===== src/rtl/nw_pkg.sv =====
package nw_pkg;
  typedef enum logic [2:0] {
    ST_IDLE  = 3'd0,
    ST_HREQ  = 3'd1,
    ST_HWAIT = 3'd2,
    ST_GREQ  = 3'd3,
    ST_GWAIT = 3'd4
  } nw_state_e;
endpackage


===== src/rtl/nw_idx_sel.sv =====
module nw_idx_sel #(
  parameter int LEVELS     = 4,
  parameter int IDX_W      = 9,
  parameter int PAGE_SHIFT = 12,
  parameter int SEL_W      = 3
) (
  input  logic [PAGE_SHIFT+LEVELS*IDX_W-1:0] addr,
  input  logic [SEL_W-1:0]                   sel,
  output logic [IDX_W-1:0]                   idx
);
  localparam int ADDR_W = PAGE_SHIFT + LEVELS * IDX_W;

  logic [LEVELS-1:0][IDX_W-1:0] slices;

  for (genvar i = 0; i < LEVELS; i++) begin : g_slice
    assign slices[i] = addr[ADDR_W-1-i*IDX_W -: IDX_W];
  end

  always_comb begin
    idx = '0;
    for (int i = 0; i < LEVELS; i++) begin
      if (sel == SEL_W'(i)) idx = slices[i];
    end
  end

  logic unused_low;
  assign unused_low = ^addr[PAGE_SHIFT-1:0];
endmodule


===== src/rtl/nw_ref_counter.sv =====
module nw_ref_counter #(
  parameter int CNT_W = 5
) (
  input  logic             clk,
  input  logic             rst_n,
  input  logic             clear,
  input  logic             fire,
  input  logic             nest_phase,
  output logic [CNT_W-1:0] walk_refs,
  output logic [CNT_W-1:0] nest_refs
);
  always_ff @(posedge clk) begin
    if (!rst_n) begin
      walk_refs <= '0;
      nest_refs <= '0;
    end else if (clear) begin
      walk_refs <= '0;
      nest_refs <= '0;
    end else if (fire) begin
      walk_refs <= walk_refs + 1'b1;
      if (nest_phase) nest_refs <= nest_refs + 1'b1;
    end
  end
endmodule


===== src/rtl/nw_ctrl.sv =====
module nw_ctrl
  import nw_pkg::*;
#(
  parameter int LEVELS     = 4,
  parameter int IDX_W      = 9,
  parameter int PAGE_SHIFT = 12,
  parameter int PTE_W      = 64,
  parameter int ASID_W     = 8
) (
  input  logic                                     clk,
  input  logic                                     rst_n,
  input  logic                                     miss_valid,
  output logic                                     miss_ready,
  input  logic [PAGE_SHIFT+LEVELS*IDX_W-1:0]        miss_gva,
  input  logic [ASID_W-1:0]                        miss_asid,
  input  logic [LEVELS*IDX_W-1:0]                  guest_root,
  input  logic [LEVELS*IDX_W-1:0]                  host_root,
  output logic                                     req_valid,
  input  logic                                     req_ready,
  output logic [PAGE_SHIFT+LEVELS*IDX_W-1:0]        req_addr,
  input  logic                                     resp_valid,
  input  logic [PTE_W-1:0]                         resp_data,
  output logic                                     busy,
  output logic                                     fill_valid,
  output logic [LEVELS*IDX_W-1:0]                  fill_vpn,
  output logic [ASID_W-1:0]                        fill_asid,
  output logic [LEVELS*IDX_W-1:0]                  fill_ppn,
  output logic                                     fault_valid,
  output logic                                     fault_host,
  output logic                                     start,
  output logic                                     req_fire,
  output logic                                     nest_phase
);
  localparam int ADDR_W = PAGE_SHIFT + LEVELS * IDX_W;
  localparam int PPN_W  = ADDR_W - PAGE_SHIFT;
  localparam int ENT_SH = PAGE_SHIFT - IDX_W;
  localparam int LV_W   = $clog2(LEVELS);
  localparam int GS_W   = $clog2(LEVELS + 1);

  nw_state_e          st;
  logic [GS_W-1:0]    gstage;
  logic [LV_W-1:0]    hlvl;
  logic [ADDR_W-1:0]  tgt;
  logic [ADDR_W-1:0]  gva;
  logic [PPN_W-1:0]   hbase;
  logic [PPN_W-1:0]   hroot;
  logic [PPN_W-1:0]   gpage;
  logic [ASID_W-1:0]  asid;
  logic [IDX_W-1:0]   hidx;
  logic [IDX_W-1:0]   gidx;
  logic [ADDR_W-1:0]  gidx_src;
  logic [GS_W-1:0]    gidx_sel;
  logic [PPN_W-1:0]   ent_ppn;
  logic               ent_present;
  logic               last_host;
  logic               final_stage;

  assign ent_ppn     = resp_data[ADDR_W-1:PAGE_SHIFT];
  assign ent_present = resp_data[0];
  assign last_host   = (hlvl == LV_W'(LEVELS - 1));
  assign final_stage = (gstage == GS_W'(LEVELS));

  assign gidx_src = (st == ST_IDLE) ? miss_gva : gva;
  assign gidx_sel = (st == ST_IDLE) ? '0 : gstage + 1'b1;

  nw_idx_sel #(.LEVELS(LEVELS), .IDX_W(IDX_W), .PAGE_SHIFT(PAGE_SHIFT), .SEL_W(LV_W)) u_hidx (
    .addr(tgt), .sel(hlvl), .idx(hidx)
  );

  nw_idx_sel #(.LEVELS(LEVELS), .IDX_W(IDX_W), .PAGE_SHIFT(PAGE_SHIFT), .SEL_W(GS_W)) u_gidx (
    .addr(gidx_src), .sel(gidx_sel), .idx(gidx)
  );

  assign busy       = (st != ST_IDLE);
  assign miss_ready = (st == ST_IDLE);
  assign start      = miss_valid && (st == ST_IDLE);
  assign req_valid  = (st == ST_HREQ) || (st == ST_GREQ);
  assign req_fire   = req_valid && req_ready;
  assign nest_phase = (st == ST_HREQ) && !final_stage;
  assign req_addr   = (st == ST_GREQ) ? {gpage, tgt[PAGE_SHIFT-1:0]}
                                      : {hbase, hidx, {ENT_SH{1'b0}}};
  assign fill_vpn   = gva[ADDR_W-1:PAGE_SHIFT];
  assign fill_asid  = asid;

  always_ff @(posedge clk) begin
    if (!rst_n) begin
      st          <= ST_IDLE;
      gstage      <= '0;
      hlvl        <= '0;
      tgt         <= '0;
      gva         <= '0;
      hbase       <= '0;
      hroot       <= '0;
      gpage       <= '0;
      asid        <= '0;
      fill_valid  <= 1'b0;
      fill_ppn    <= '0;
      fault_valid <= 1'b0;
      fault_host  <= 1'b0;
    end else begin
      fill_valid  <= 1'b0;
      fault_valid <= 1'b0;
      case (st)
        ST_IDLE: if (miss_valid) begin
          gva    <= miss_gva;
          asid   <= miss_asid;
          hroot  <= host_root;
          hbase  <= host_root;
          gstage <= '0;
          hlvl   <= '0;
          tgt    <= {guest_root, gidx, {ENT_SH{1'b0}}};
          st     <= ST_HREQ;
        end
        ST_HREQ: if (req_ready) st <= ST_HWAIT;
        ST_HWAIT: if (resp_valid) begin
          if (!ent_present) begin
            fault_valid <= 1'b1;
            fault_host  <= 1'b1;
            st          <= ST_IDLE;
          end else if (!last_host) begin
            hbase <= ent_ppn;
            hlvl  <= hlvl + 1'b1;
            st    <= ST_HREQ;
          end else if (final_stage) begin
            fill_valid <= 1'b1;
            fill_ppn   <= ent_ppn;
            st         <= ST_IDLE;
          end else begin
            gpage <= ent_ppn;
            st    <= ST_GREQ;
          end
        end
        ST_GREQ: if (req_ready) st <= ST_GWAIT;
        ST_GWAIT: if (resp_valid) begin
          if (!ent_present) begin
            fault_valid <= 1'b1;
            fault_host  <= 1'b0;
            st          <= ST_IDLE;
          end else begin
            tgt    <= {ent_ppn, gidx, {ENT_SH{1'b0}}};
            gstage <= gstage + 1'b1;
            hlvl   <= '0;
            hbase  <= hroot;
            st     <= ST_HREQ;
          end
        end
        default: st <= ST_IDLE;
      endcase
    end
  end

  logic unused_bits;
  assign unused_bits = ^{resp_data[PTE_W-1:ADDR_W], resp_data[PAGE_SHIFT-1:1], gva[PAGE_SHIFT-1:0]};
endmodule


===== src/rtl/nested_walker.sv =====
module nested_walker #(
  parameter int LEVELS     = 4,
  parameter int IDX_W      = 9,
  parameter int PAGE_SHIFT = 12,
  parameter int PTE_W      = 64,
  parameter int ASID_W     = 8,
  localparam int ADDR_W    = PAGE_SHIFT + LEVELS * IDX_W,
  localparam int PPN_W     = ADDR_W - PAGE_SHIFT,
  localparam int CNT_W     = $clog2(LEVELS * (LEVELS + 2) + 1)
) (
  input  logic              clk,
  input  logic              rst_n,
  input  logic              miss_valid,
  output logic              miss_ready,
  input  logic [ADDR_W-1:0] miss_gva,
  input  logic [ASID_W-1:0] miss_asid,
  input  logic [PPN_W-1:0]  guest_root,
  input  logic [PPN_W-1:0]  host_root,
  output logic              req_valid,
  input  logic              req_ready,
  output logic [ADDR_W-1:0] req_addr,
  input  logic              resp_valid,
  input  logic [PTE_W-1:0]  resp_data,
  output logic              busy,
  output logic              fill_valid,
  output logic [PPN_W-1:0]  fill_vpn,
  output logic [ASID_W-1:0] fill_asid,
  output logic [PPN_W-1:0]  fill_ppn,
  output logic              fault_valid,
  output logic              fault_host,
  output logic [CNT_W-1:0]  walk_refs,
  output logic [CNT_W-1:0]  nest_refs
);
  logic start;
  logic req_fire;
  logic nest_phase;

  nw_ctrl #(
    .LEVELS(LEVELS), .IDX_W(IDX_W), .PAGE_SHIFT(PAGE_SHIFT), .PTE_W(PTE_W), .ASID_W(ASID_W)
  ) u_ctrl (
    .clk(clk), .rst_n(rst_n),
    .miss_valid(miss_valid), .miss_ready(miss_ready),
    .miss_gva(miss_gva), .miss_asid(miss_asid),
    .guest_root(guest_root), .host_root(host_root),
    .req_valid(req_valid), .req_ready(req_ready), .req_addr(req_addr),
    .resp_valid(resp_valid), .resp_data(resp_data),
    .busy(busy),
    .fill_valid(fill_valid), .fill_vpn(fill_vpn), .fill_asid(fill_asid), .fill_ppn(fill_ppn),
    .fault_valid(fault_valid), .fault_host(fault_host),
    .start(start), .req_fire(req_fire), .nest_phase(nest_phase)
  );

  nw_ref_counter #(.CNT_W(CNT_W)) u_cnt (
    .clk(clk), .rst_n(rst_n),
    .clear(start), .fire(req_fire), .nest_phase(nest_phase),
    .walk_refs(walk_refs), .nest_refs(nest_refs)
  );
endmodule


===== config.mk =====
export PLATFORM = sky130hd
export DESIGN_NAME = nested_walker
export DESIGN_NICKNAME = d
export VERILOG_FILES = /design/src/rtl/nw_pkg.sv /design/src/rtl/nw_idx_sel.sv /design/src/rtl/nw_ref_counter.sv /design/src/rtl/nw_ctrl.sv /design/src/rtl/nested_walker.sv
export SDC_FILE = /design/constraint.sdc
export NUM_CORES = 1
export LEC_CHECK = 0
export BUFFER_PORTS_ARGS = -buffer_cell sky130_fd_sc_hd__buf_2
export CORE_ASPECT_RATIO = 1.75
export CORE_MARGIN = 2
export CORE_UTILIZATION = 49
export DETAILED_ROUTE_END_ITERATION = 8
export PLACE_DENSITY = 0.76
export SLEW_MARGIN = 5
export SYNTH_ARGS = -nofsm -noshare
export SYNTH_HDL_FRONTEND = slang
export SYNTH_HIERARCHICAL = 1
export SYNTH_SLANG_ARGS = --single-unit

===== constraint.sdc =====
create_clock -name clk -period 2 [get_ports clk]
set_input_delay 0 -clock clk [delete_from_list [all_inputs] [get_ports clk]]
set_output_delay 0 -clock clk [all_outputs]
set_load 0.01 [all_outputs]

==> results.tsv <==
stage	metric	value	unit
sta	min_period_over_period	102	%
sta	finClkSkew	13.8	ps
setup_path	start_kind	flop	
power_and_ir_drop	power_density	845	nW/µm²
floorplan	die_area	27100	µm²
route	drtIter0Drc	1290	
global_route	grt_pass1_vias	13000	
setup_path	crit_family	buffers and inverters	
global_route	grt_use_total	32.3	%
clock_tree	numCtsBuffers	25	
setup_path	end_kind	output port	
setup_path	crit_chain	nand2b_4, inv_6, nand2_8, buf_12, buf_12, mux2_2, buf_2	
sta	hold_viol_final	0	
global_route	overflow	0	
sta	setup_viol	11	
route	wl_per_cell	22.1	µm
route	drt_first_pass_iters	7	
route	detail_route.vias_per_cell	6.10	
setup_path	cp_data_required_time	2000	ps
sta	timing.final.ws_setup	-43.3	ps
place	gp_congestion	0.867	
sta	grt_setup_unrepaired	true	
floorplan	die_y	216	µm
sta	worst_slew_pin_slew	638	ps
place	io_buffer_count	298	
setup_path	cpPeakStageDelay	400	ps
layout	area_growth	37.2	%
global_route	grt_start_max_net_pins	98	
sta	maxSlewViolCount	0	
logic_synthesis	syn_inst	1476	
global_route	grt_pass1_wl	69700	µm
place	placed_cell_area	14200	µm²
sta	slew_headroom	57.4	%
setup_path	crit_buf_inv	4	
power_and_ir_drop	ir_drop	0.584	mV
clock_tree	root_buffer	clkbuf_16	
route	wl	48500	µm
clock_tree	tritoncts	done	
setup_path	path_max_fanout	6	
clock_tree	clk_latency	540	ps
layout	final_layout_size_suffix_gt1_share	29.1	%
logic_synthesis	mappedNetlistArea	12600	µm²
setup_path	critPathMostFrequentCell	buf_12	
layout	design_area	17300	µm²
outcome	violations	negative setup slack	
worst_hold_path	hold_path_class	in -> reg	
sta	holdWs	92.7	ps
route	drc	0	
sta	min_period	2040	ps
floorplan	coreArea	25300	µm²
clock_tree	clk_pin_slew	70	ps
power_and_ir_drop	power_leakage	7.53	nW
setup_path	arrival	2040	ps
floorplan	die_x	125	µm
clock_tree	cts_max_level	1	
outcome	status	finished, violations left	
floorplan	start_util	49.8	%
clock_tree	clockBufferDepth	3	
power_and_ir_drop	p_total	0.0146	W
route	drtAntennaViolNets	0	
logic_synthesis	syn_avg_cell_area	8.55	µm²
route	vias	13400	
run	cap_violations	0	
place	dp_hpwl	27500	µm
floorplan	num_rows	77	
floorplan	io_pins	341	
layout	fin_nets	2060	
clock_tree	cts.sink_count	254	
setup_path	critPathKind	reg -> out	
logic_synthesis	yosysWarnings	6	
sta	max_freq	0.489	GHz
setup_path	slowest_stage	dfxtp_4	
global_route	antenna_found_initial	3	
==> report_power, final <==
| group | total (W) | switching (W) | internal (W) |
|---|---|---|---|
| combinational | 0.00397 | 0.00210 | 0.00188 |
| sequential | 0.00571 | 0.000280 | 0.00544 |
| clock | 0.00494 | 0.00213 | 0.00281 |
==> flip-flops by register name (all words and copies together) (netlist names) <==
register and count:
u_ctrl/hlvl 2, u_cnt/walk_refs 5, u_ctrl/st 3, u_ctrl/hbase 36, u_cnt/nest_refs 5, u_ctrl/hroot 36
u_ctrl/gstage 3, u_ctrl/tgt 45, u_ctrl/fault_host 1, u_ctrl/gpage 36, u_ctrl/fill_valid 1, u_ctrl/fill_ppn 36
u_ctrl/fill_asid 8, u_ctrl/gva 36, u_ctrl/fault_valid 1
==> worst register-to-register path, cell delays in order, from the launching register on <==
cell and delay (ps):
dfxtp_4 400, buf_4 280, and3_1 230, o21a_2 160, buf_12 310, nor2_1 150, a311oi_1 330
==> metrics by stage <==
| stage | util [%] | std cells | TNS [ps] | setup WS (ps) |
|---|---|---|---|---|
| after detailed placement | 56.0 | 1966 | -22.8 | -20.0 |
| final | 68.3 | 2194 | -170 | -43.3 |
| after CTS | 67.0 | 2178 | -962 | -56.2 |
| after global placement | 56.0 | 1966 | 0 | 23.0 |
| after global routing | 68.3 | 2194 | -853 | -62.2 |
| after floorplan | - | 1478 | 0 | 45.9 |
==> cells in the final DEF, fill, tap and decap left out, types with 4 or more instances in the layout <==
cell type	instances
nand2b_1	4
dlygate4sd3_1	156
a22oi_1	35
dfxtp_4	4
a31oi_1	4
a311oi_2	17
buf_12	20
buf_2	273
mux2_4	24
nand4_1	5
mux2_1	4
bufbuf_16	4
nand3_1	4
a21oi_1	170
inv_1	5
xor2_1	5
nand2_1	368
clkbuf_1	4
buf_4	40
a22o_1	70
ha_1	5
clkbuf_16	29
buf_6	27
a311oi_1	54
mux2i_1	52
nor2_1	86
o22ai_1	9
mux2_2	54
dfxtp_1	249
o21ai_0	9
mux4_2	9
clkinv_2	6
==> timing repair <==
item	CTS	global route
gates cloned	8	4
pin swaps	1	16
resized for setup	33	52
buffers inserted	4	12
hold buffers	156	0
hold endpoints to repair	228	0
endpoints found under the setup margin	47	101
==> layout make-up <==
| type | instances | area, µm² |
|---|---|---|
| Sequential cell | 254 | 5100 |
| Timing Repair Buffer | 526 | 4210 |
| Tap cell | 316 | 395 |
| Multi-Input combinational cell | 1041 | 6710 |
| Fill cell | 1829 | 8030 |
| Clock buffer | 32 | 682 |
| Antenna cell | 3 | 7.51 |
| Clock inverter | 12 | 154 |
| Inverter | 10 | 50.0 |
==> path summary, 6_finish.rpt <==
path,start,cells past startpoint,slack [ps],endpoint
worst min register to register,u_ctrl/gpage[21]$_SDFFE_PN0P_,2,450,u_ctrl/gpage[21]$_SDFFE_PN0P_
worst max-delay path,u_ctrl/st[2]$_SDFFE_PN0P_,7,-40,req_addr[46]
worst min-delay path,miss_valid,5,90,u_ctrl/gva[33]$_SDFFE_PN0P_
worst max register to register,u_ctrl/st[2]$_SDFFE_PN0P_,6,30,u_ctrl/tgt[15]$_SDFFE_PN0P_
==> per-layer routing <==
metal  track usage [%]  wire (µm)
met3              4.89       3840
met1              33.4      16000
met4              25.1       4320
met2              57.9      24300
met5                 0          0
No activity file was read; power rests on OpenSTA's default activity.
